## config.mk

```make
export PLATFORM = sky130hd
export DESIGN_NAME = i2c_rd_master
export DESIGN_NICKNAME = d
export VERILOG_FILES = /design/src/rtl/i2c_rd_master.sv
export SDC_FILE = /design/constraint.sdc
export NUM_CORES = 1
export LEC_CHECK = 0
export ABC_AREA = 0
export ABC_CLOCK_PERIOD_IN_PS = 4900
export BUFFER_PORTS_ARGS = -buffer_cell sky130_fd_sc_hd__buf_2
export CORE_MARGIN = 5
export CORE_UTILIZATION = 40
export CTS_BUF_LIST = sky130_fd_sc_hd__clkbuf_8
export CTS_CLUSTER_DIAMETER = 30
export CTS_CLUSTER_SIZE = 16
export DETAILED_ROUTE_END_ITERATION = 6
export SYNTH_ARGS = -nofsm -noshare
export SYNTH_HDL_FRONTEND = slang
export SYNTH_SLANG_ARGS = --single-unit
```

## constraint.sdc

```tcl
create_clock -name clk -period 4.9 [get_ports clk]
set_clock_uncertainty 0.05 [all_clocks]
set_input_delay 0.735 -clock clk [delete_from_list [all_inputs] [get_ports clk]]
set_output_delay 0.735 -clock clk [all_outputs]
set_load 0.02 [all_outputs]
```

## src/rtl/i2c_rd_master.sv

```systemverilog
module i2c_rd_master #(
  parameter int CNT_W = 8,
  parameter int DIV_W = 12
) (
  input  logic             clk,
  input  logic             rst_n,
  input  logic             cmd_valid,
  input  logic [6:0]       cmd_addr,
  input  logic             cmd_start,
  input  logic             cmd_stop,
  input  logic [CNT_W-1:0] cmd_count,
  input  logic [DIV_W-1:0] quarter_div,
  input  logic             rhr_read,
  output logic [7:0]       rhr_data,
  output logic             rx_ready,
  output logic             idle,
  output logic             nack_err,
  output logic             scl_oe,
  output logic             sda_oe,
  input  logic             sda_in
);

  typedef enum logic [2:0] {
    ST_IDLE, ST_HOLD, ST_START, ST_ADDR, ST_WAIT, ST_DATA, ST_STOP
  } state_t;

  state_t           st;
  logic [1:0]       q;
  logic [3:0]       bitn;
  logic [DIV_W-1:0] divc;
  logic [CNT_W-1:0] cnt;
  logic             stop_f;
  logic [7:0]       addr_sh;
  logic [7:0]       rx_sh;
  logic             addr_nak;
  logic             scl_r, sda_r, rdy, nerr;
  logic [7:0]       rhr;

  logic running, tick, last, accept;

  assign running = st inside {ST_START, ST_ADDR, ST_DATA, ST_STOP};
  assign tick    = running && (divc == quarter_div);
  assign last    = (cnt == CNT_W'(1));
  assign idle    = (st == ST_IDLE) || (st == ST_HOLD);
  assign accept  = cmd_valid && idle && (cmd_start || st == ST_HOLD);

  assign rhr_data = rhr;
  assign rx_ready = rdy;
  assign nack_err = nerr;
  assign scl_oe   = scl_r;
  assign sda_oe   = sda_r;

  always_ff @(posedge clk or negedge rst_n) begin
    if (!rst_n) begin
      st       <= ST_IDLE;
      q        <= 2'd0;
      bitn     <= 4'd0;
      divc     <= '0;
      cnt      <= '0;
      stop_f   <= 1'b0;
      addr_sh  <= 8'd0;
      rx_sh    <= 8'd0;
      addr_nak <= 1'b0;
      scl_r    <= 1'b0;
      sda_r    <= 1'b0;
      rdy      <= 1'b0;
      nerr     <= 1'b0;
      rhr      <= 8'd0;
    end else begin
      divc <= (!running || tick) ? '0 : divc + 1'b1;
      if (rhr_read) rdy <= 1'b0;

      if (accept) begin
        nerr    <= 1'b0;
        addr_sh <= {cmd_addr, 1'b1};
        cnt     <= cmd_count;
        stop_f  <= cmd_stop;
        q       <= 2'd0;
        bitn    <= 4'd0;
        if (cmd_start)            st <= ST_START;
        else if (cmd_count != '0) st <= ST_WAIT;
        else if (cmd_stop)        st <= ST_STOP;
      end else if (st == ST_WAIT) begin
        if (!rdy) begin
          st   <= ST_DATA;
          q    <= 2'd0;
          bitn <= 4'd0;
        end
      end else if (tick) begin
        q <= q + 2'd1;
        case (st)
          ST_START: begin
            case (q)
              2'd0: scl_r <= 1'b0;
              2'd1: sda_r <= 1'b1;
              2'd3: begin
                scl_r <= 1'b1;
                st    <= ST_ADDR;
                bitn  <= 4'd0;
              end
              default: ;
            endcase
          end
          ST_ADDR: begin
            case (q)
              2'd0: sda_r <= bitn[3] ? 1'b0 : ~addr_sh[7];
              2'd1: scl_r <= 1'b0;
              2'd2: if (bitn[3]) addr_nak <= sda_in;
              default: begin
                scl_r   <= 1'b1;
                addr_sh <= {addr_sh[6:0], 1'b0};
                if (!bitn[3]) bitn <= bitn + 4'd1;
                else if (addr_nak) begin
                  nerr <= 1'b1;
                  st   <= ST_STOP;
                end
                else if (cnt != '0) st <= ST_WAIT;
                else if (stop_f)    st <= ST_STOP;
                else                st <= ST_HOLD;
              end
            endcase
          end
          ST_DATA: begin
            case (q)
              2'd0: sda_r <= bitn[3] && !last;
              2'd1: scl_r <= 1'b0;
              2'd2: if (!bitn[3]) rx_sh <= {rx_sh[6:0], sda_in};
              default: begin
                scl_r <= 1'b1;
                if (bitn == 4'd7) begin
                  rhr <= rx_sh;
                  rdy <= 1'b1;
                end
                if (!bitn[3]) bitn <= bitn + 4'd1;
                else begin
                  cnt <= cnt - 1'b1;
                  if (!last)       st <= ST_WAIT;
                  else if (stop_f) st <= ST_STOP;
                  else             st <= ST_HOLD;
                end
              end
            endcase
          end
          ST_STOP: begin
            case (q)
              2'd0: sda_r <= 1'b1;
              2'd1: scl_r <= 1'b0;
              2'd2: sda_r <= 1'b0;
              default: st <= ST_IDLE;
            endcase
          end
          default: ;
        endcase
      end
    end
  end

  AST_FREE_BUS_IDLE: assert property (@(posedge clk) disable iff (!rst_n)
    (st == ST_IDLE) |-> (!scl_oe && !sda_oe));

  AST_SDA_STABLE_SCL_HIGH: assert property (@(posedge clk) disable iff (!rst_n)
    ((st == ST_ADDR || st == ST_DATA) && $past(st) == st && !scl_oe && !$past(scl_oe))
      |-> $stable(sda_oe));

  AST_STRETCH_LOW: assert property (@(posedge clk) disable iff (!rst_n)
    (st == ST_WAIT && rx_ready) |=> scl_oe);

  AST_READ_CLEARS: assert property (@(posedge clk) disable iff (!rst_n)
    (rhr_read && st == ST_WAIT) |=> !rx_ready);

  AST_ACK_SLOT: assert property (@(posedge clk) disable iff (!rst_n)
    (st == ST_DATA && bitn == 4'd8 && q == 2'd2) |-> (sda_oe == (cnt != CNT_W'(1))));

  AST_NAK_THEN_STOP: assert property (@(posedge clk) disable iff (!rst_n)
    $rose(nack_err) |-> (st == ST_STOP));

endmodule

```

---- Word level (Yosys, flattened, before mapping) ----
Index checks and enable logic that the tools add are counted.
storage, ports and cells
  bits in writable memories ............... 0
  bits in latches ......................... 0
  memories kept ........................... 0
  bits of input ports ..................... 34
  output and inout bits ................... 13
  word-level logic and storage cells ...... 159
  ROM bits ................................ 0
  bits in registers ....................... 59
cells by class
  divide/modulo/power cells ............... 0
  $lt $le $gt $ge ......................... 0
  add/sub/neg operators ................... 4
  eq/ne operators ......................... 31
  shift-type cells ........................ 0
  bitwise gates (word level) .............. 5
  $mul .................................... 0
  muxes and demuxes ....................... 66
  reductions and logical operators ........ 38
operators with widths
  cell                     number
  $mux W8                  11
  $mux W3                  17
  $reduce_and A6 Y1        5
  $mux W4                  7
  $ne A4 B3 Y1 const B     6
  $mux W1                  19
  $reduce_bool A8 Y1       2
  $add A12 B1 Y12 const B  1
  $eq A12 B12 Y1           1
  $mux W12                 1
  $ne A4 B2 Y1 const B     3
  $pmux W3 S4              1
  $ne A2 B1 Y1 const B     5
  $reduce_and A10 Y1       1
  $reduce_and A5 Y1        2
  $reduce_bool A2 Y1       5
  $eq A3 B3 Y1 const B     3
  $eq A8 B1 Y1 const B     1
  $mux W2                  4
  $pmux W4 S2              1
  $reduce_and A8 Y1        1
  $reduce_bool A4 Y1       2
  $sub A8 B1 Y8 const B    1
  $reduce_and A7 Y1        1
  other kinds (25)         43

---- Longest topological paths before layout ----
Gate-level depths: netlist (run 1).
  word-level depth ........................ 9
  depth in mapped cells ................... 8
  depth with buffers taken out ............ 7

---- Least setup slack after synthesis (run 1) ----
Ideal clock, no wire load.
  kind .................................... input port to flip-flop
  from .................................... input quarter_div[8]
  to ...................................... register cnt[6]
  required time ........................... 4.726 ns
  library setup time ...................... 0.124 ns
  path slack .............................. 2.235 ns
  stages .................................. 6
  path buffers ............................ 0
  data arrival time ....................... 2.491 ns
  path through ............................ xnor2_1 > nand4_1 > or4_4 > or4_1 > and3_1 > a211o_1
on the way
  word-level cells in the longest chain between the ends .. 4
ends and longest elaborated chain
  item                          line  text
  start, declared               12    input logic [DIV_W-1:0] quarter_div,
  $eq A12 B12 Y1                42    assign tick = running && (divc == quarter_div);
  $logic_and A1 B1 Y1           42
  $reduce_bool A2 Y1 (no line)  --
  $reduce_and A5 Y1 (no line)   --
  end signal, assigned          76    cnt <= cmd_count;
  end signal, assigned          136   cnt <= cnt - 1'b1;
  end, declared                 31    logic [CNT_W-1:0] cnt;
Every way passes these cells.
A chain may end at the register's enable or synchronous reset.

---- Worst setup path in the final report (run 1) ----
  from .................................... register st[0]
  to ...................................... register st[2]
on the way
  word-level cells in the longest chain between the ends .. 6
  elaborated cells on any way between the ends .. 28
  those cells by class .................... eq/ne: 14; mux: 4; reduce/logical: 10
ends and longest elaborated chain
  item                                                     line    text
  start, declared                                          27      state_t st;
  start signal, assigned                                   55      st <= ST_IDLE;
  start signal, assigned                                   80      if (cmd_start) st <= ST_START;
  start signal, assigned                                   81      else if (cmd_count != '0) st <= ST_WAIT;
  $eq A3 B1 Y1 / $logic_not A3 Y1 (equally long branches)  44, 45
  $logic_or A1 B1 Y1                                       44      assign idle = (st == ST_IDLE) || (st == ST_HOLD);
  $logic_and A1 B1 Y1 (2 in series)                        45      assign accept = cmd_valid && idle && (cmd_start || st == ST_HOLD);
  $ne A4 B2 Y1 (no line), or another cell as far along     --
  $reduce_and A10 Y1 (no line)                             --
Several ways; a longest one is shown, not always the timed one. The select of a mux whose other input is x is not followed.

==> metrics.yaml, run 1 <==
global_routing:
  grt_pass1_wl_um: 12600
  antenna_found_initial: 0
  first_global_vias: 2625
  grt_overflow: 0
  gr-usage-all-layers_pct: 15.7
  grt_max_degree: 60
worst_setup_path:
  start_kind: "flip-flop"
  critical-path-top-delay-family: "compound AO/OA/AOI/OAI gates"
  cp-end-kind: "flip-flop"
  r2r_start: "st[0]"
  cp_max_fo: 21
  cp_slowest_cell: "dfrtp_1"
  critPathBufInv: 0
  crit_chain: "o21a_1 > and2_1 > a21oi_1 > a211oi_1 > and3_1 > o21ai_0"
  cpPeakStageDelay_ns: 0.73
  critPathArrivalTime_ns: 3.10
  critical_path_required_ns: 5.07
  crit_path_start: "st[0]"
  crit_type: "reg -> reg"
detailed_routing:
  routed_wl_um: 7490
  avgRoutedWirePerCell_um: 15.1
  drt_iter0_markers: 128
  drtAntennaViolNets: 0
  dr_total_vias: 2658
  viasPerCell: 5.35
  first_pass_iters: 5
  drc: 0
clock_network:
  cts_setup_buffers: 0
  htree_levels: 3
  path_clk_slew_ns: 0.07
  clock_latency_ns: 0.33
  hold_buffers: 0
  cts_tree: "done"
  clock_path_buffers: 2
  numCtsBuffers: 9
  cts_root_buf: "clkbuf_8"
  cts_resized: 0
  clock_sinks: 59
die:
  die_w_um: 100
  rows: 33
  die_h_um: 100
  core_area_um2: 8090
  top_level_ports: 47
  die_area_um2: 10100
  start_util_pct: 40.3
job:
  drv_cap: 0
timing:
  maxSlewHeadroom_pct: 27.0
  fin_crit_ns: 2.94
  finalSetupTns_ns: 0
  tightest_slew_ns: 1.09
  clock.fmax_mhz: 341
  setup_viol: 0
  fin_hold_ws_ns: 0.432
  fin_ws_ns: 1.96
  finalMaxSlewViolations: 0
  rsz0062_at_grt: "false"
  period_share_pct: 59.9
  finalHoldViolations: 0
hold_path:
  hold_class: "reg -> reg"
  min_from: "addr_sh[4]"
synthesis:
  synthTopCellsByCount: "dfrtp_1 (59), nand2_1 (39), nor2_1 (32), o21ai_0 (27), mux2_2 (18)"
  netlist.area_leader.share_pct: 45.3
  synth.most_common_cell: "dfrtp_1"
  synth_edf_count: 0
  syn-num-nets: 385
  async_flop_share_pct: 100
  synth_top_cell_by_area: "dfrtp_1"
  synth_cell_types: 52
  syn-cell-area_um2: 3260
  ys_dominant_reg_cell: "dfrtp_1"
  synth.ff_latch_count: 59
  yosys_warnings: 0
  syn_avg_cell_area_um2: 9.54
  seq_area_frac_synth_pct: 45.3
  synth_area_leaders: "dfrtp_1 (45%), mux2_2 (6.2%), nand2_1 (4.5%)"
  synth_cells: 342
layout:
  nFillCells: 827
  insertedDiodeCount: 0
  num-nets-final: 430
  area.sequential_um2: 1480
  area_delta_synth_final_pct: 15.2
  multiInputGateArea_um2: 1690
  drive_gt1_share_pct: 22.2
power:
  p_leak_nw: 1.75
  ir_drop_v: 0.000154
  p_per_area_nw_per_um2: 279
place:
  place.gp.congestion: 0.849
  io_buffers: 46
  dp_hpwl_um: 5460
  dp_slack_ns: 1.82
status:
  status: "complete, no violations"
-- worst register-to-register path, stage by stage, from the launching register on --
cell and delay, ns:
dfrtp_1 0.73, o21a_1 0.23, and2_1 0.71, a21oi_1 0.18
a211oi_1 0.61, and3_1 0.24, o21ai_0 0.07
-- flip-flops by register name, summed over array words and instances, names as in the netlist --
register,flops
addr_nak,1
addr_sh,8
bitn,4
cnt,8
divc,12
nack_err,1
q,2
rhr_data,8
rx_ready,1
rx_sh,8
scl_oe,1
sda_oe,1
st,3
stop_f,1
-- cells in the final DEF (no fill, tap or decap), types with 2 or more instances in the layout --
master / Yosys / final
or3_1: 3 / 3
nand4_1: 5 / 5
xor2_1: 8 / 8
o31ai_1: 3 / 3
nand2b_1: 4 / 4
and3_1: 5 / 5
a211oi_1: 2 / 2
a21oi_1: 12 / 12
nand2_1: 39 / 39
o21a_1: 3 / 3
xnor2_1: 14 / 14
a221o_1: 3 / 3
dfrtp_1: 59 / 59
nor3_1: 7 / 7
clkinv_4: 0 / 3
ha_1: 9 / 9
nor4_1: 5 / 5
a21o_1: 2 / 2
a311oi_1: 2 / 2
or4_1: 2 / 2
o21ai_0: 27 / 27
and4_1: 3 / 3
mux2i_1: 7 / 7
nor2b_1: 4 / 4
nand3_1: 15 / 15
clkbuf_8: 0 / 9
clkinv_2: 0 / 2
o311ai_0: 2 / 2
nor2_1: 32 / 32
buf_2: 1 / 46
mux2_2: 18 / 18
inv_1: 11 / 11
a31oi_1: 3 / 3
-- metrics by stage --
step	cell area, um^2	util (%)	power (mW)	instances
after floorplan	3260	-	0.622	342
after global placement	3580	44.2	0.665	481
after detailed placement	3580	44.2	0.669	481
after CTS	3760	46.4	1.07	497
after global routing	3760	46.4	1.10	497
final	3760	46.4	1.05	497
-- report_power, final --
part           total (mW)  leakage [nW]  internal (mW)  switching [mW]
clock               0.393        0.0896          0.185           0.207
sequential          0.549         0.789          0.512          0.0365
combinational       0.109         0.870         0.0549          0.0538
-- metal layers --
metal	GRT usage (%)	up-vias	part of all wire, %
li1	-	1315	-
met1	21.9	1264	47
met2	24.3	71	46
met3	3.47	8	5.6
met4	5.18	0	1.4
met5	0	-	0
-- path summary, 6_finish.rpt --
check	end	slack, ns	cells past startpoint
setup / recovery	st[2]	1.96	6
hold / removal	addr_sh[4]	0.43	2
setup reg to reg	st[2]	1.96	6
hold reg to reg	addr_sh[4]	0.43	2
max in group asynchronous	divc[9]	3.79	2
min in group asynchronous	scl_oe	0.50	2
-- final cells by class --
cell class	instances	area share (%)
Multi-Input combinational cell	259	45.1
Sequential cell	59	39.3
Timing Repair Buffer	47	6.33
Tap cell	105	3.50
Clock buffer	9	3.30
Clock inverter	7	1.40
Inverter	11	1.10
-- cells by family (layout without fill, tap and decap cells) --
logic type,Yosys count,in the layout,synth area share (%)
and+or+nand+nor,130,130,19.5
muxes,25,25,8.36
buffers and inverters,24,74,2.80
DFF,59,59,45.3
AOI/OAI and AO/OA,72,72,14.2
adders and majority gates,9,9,3.45
xor gates and xnor gates,23,23,6.41
Note: power is estimated with default switching activity, not from simulation.
==> inputs of run 2 (changes only) <==
Settings changed: ABC_CLOCK_PERIOD_IN_PS 4900 to 2600.
Clock period 4.9 ns to 2.6 ns, I/O delays scaled along.
==> metrics.yaml, run 2 (synthesis gave the netlist of run 1 again) <==
status:
  status: "complete, no violations"
place:
  place.gp.congestion: 0.849
  dpl_cell_area_um2: 3740
  dp_hpwl_um: 5760
  io_buffers: 46
layout:
  final_area_um2: 3990
  area_delta_synth_final_pct: 22.2
  drive_gt1_share_pct: 26.2
  num-nets-final: 451
  insertedDiodeCount: 0
  final_cell_mix: "dfrtp_1 (59), buf_2 (46), nand2_1 (39)"
  largest_reg_flops: 12
  layout_commonest_cell: "dfrtp_1"
  regMostFlops: "divc"
clock_network:
  path_clk_slew_ns: 0.08
  clock_latency_ns: 0.34
  cts_root_buf: "clkbuf_8"
  cts_tree: "done"
  htree_levels: 3
  numCtsBuffers: 9
  clock_path_buffers: 2
  clock_sinks: 59
timing:
  finalSetupTns_ns: 0
  fin_crit_ns: 2.46
  rsz0062_at_grt: "false"
  finalMaxSlewViolations: 0
  clock.fmax_mhz: 406
  tightest_slew_ns: 0.961
  setup_viol: 0
  period_share_pct: 94.8
  maxSlewHeadroom_pct: 35.7
  finalHoldViolations: 0
  fin_hold_ws_ns: 0.223
detailed_routing:
  dr_total_vias: 2774
  drc: 0
  wl_met2_um: 3470
  viasPerCell: 5.36
  avgRoutedWirePerCell_um: 15.0
  wl_met1_um: 3750
  first_pass_iters: 4
  highest_layer: "met4"
  routed-wl-met3_um: 382
  drtAntennaViolNets: 0
  drt_iter0_markers: 115
  routed_wl_um: 7790
die:
  die_h_um: 100
  rows: 33
  start_util_pct: 40.3
  core_area_um2: 8090
  top_level_ports: 47
  die_area_um2: 10100
  die_w_um: 100
global_routing:
  grt_overflow: 0
  grt_max_degree: 60
  grt_pass1_wl_um: 13300
  gr-usage-all-layers_pct: 16.5
  antenna_found_initial: 0
  first_global_vias: 2822
worst_setup_path:
  crit_type: "reg -> reg"
  critical_path_required_ns: 2.79
  rr_worst_depth: 6
  cp_max_fo: 4
  reg2reg_to: "cnt[6]"
  reg2reg_slack_ns: 0.14
  crit_chain: "xnor2_1 > nand4_1 > or4_4 > or4_1 > and3_1 > a211o_1"
  endpoint: "cnt[6]"
  r2r_start: "divc[3]"
  critPathArrivalTime_ns: 2.65
  cp_slowest_cell: "or4_4"
  cp-end-kind: "flip-flop"
  cpPeakStageDelay_ns: 0.58
  crit_path_start: "divc[3]"
  start_kind: "flip-flop"
power:
  p_leak_nw: 1.88
  fin_total_pwr_mw: 2.21
  p_per_area_nw_per_um2: 555
  ir_drop_v: 0.000333
hold_path:
  hold_class: "in -> reg"
job:
  drv_cap: 0
-- run 2: changes by cell type in the layout (fill, tap and decap cells not counted) --
cell / previous run / this run
clkinvlp_4: 1 / 0
buf_4: 1 / 20
dlygate4sd3_1: 0 / 1
bufinv_16: 0 / 2
buf_12: 0 / 1
xnor2_2: 1 / 2
xnor2_1: 14 / 13
clkinv_2: 2 / 1
-- run 2: worst min-delay path by stage --
| stage | start | end | slack [ns] | depth (start not counted) |
|---|---|---|---|---|
| after floorplan | rst_n | addr_nak | 0.04 | 0 |
| after global placement | rst_n | scl_oe | 0.38 | 2 |
| after detailed placement | rst_n | scl_oe | 0.37 | 2 |
| after CTS | cmd_stop | stop_f | 0.21 | 3 |
| after global routing | cmd_stop | stop_f | 0.25 | 3 |
| final | cmd_stop | stop_f | 0.22 | 3 |
-- run 2: stage by stage --
step / worst slack (ns) / instances / util, %
2_1_floorplan: 0.231 / 342 / -
3_3_place_gp: 0.0351 / 500 / 46.2
3_5_place_dp: 0.0166 / 500 / 46.2
4_1_cts: 0.0487 / 517 / 49.1
5_1_grt: 0.00855 / 518 / 49.2
6_report: 0.136 / 518 / 49.2
-- run 2: metal layers --
metal / global-route usage, % / vias up
li1: - / 1359
met4: 5.91 / 0
met5: 0 / -
met3: 4.86 / 19
met1: 23.3 / 1333
met2: 24.1 / 63
-- run 2: critical path, delay by kind of cell, from the launching register on --
| family | cells | cell delay (ns) |
|---|---|---|
| xor+xnor | 1 | 0.24 |
| compound gates | 1 | 0.26 |
| flops | 1 | 0.42 |
| simple gates | 4 | 1.40 |
-- run 2: timing repair --
action,CTS,global route
hold buffers,1,0
hold endpoints to repair,7,0
setup endpoints to repair,0,6
gates resized for setup,0,1
setup buffers,0,1
-- run 2: layout make-up --
type                       instances  area [um^2]
clock buffer                       9          124
clock inverter                     7          100
fill                             817         4110
inverter                          11         41.3
multi-input combinational        259         1700
sequential                        59         1480
tap                              105          131
timing repair buffer              68          410
-- run 2: where the power goes --
part / switching [mW] / internal (mW) / leakage (nW) / total (mW)
Sequential: 0.0706 / 0.965 / 0.789 / 1.04
Clock: 0.404 / 0.546 / 0.114 / 0.950
Combinational: 0.108 / 0.120 / 0.982 / 0.227
Total: 0.583 / 1.63 / 1.88 / 2.21
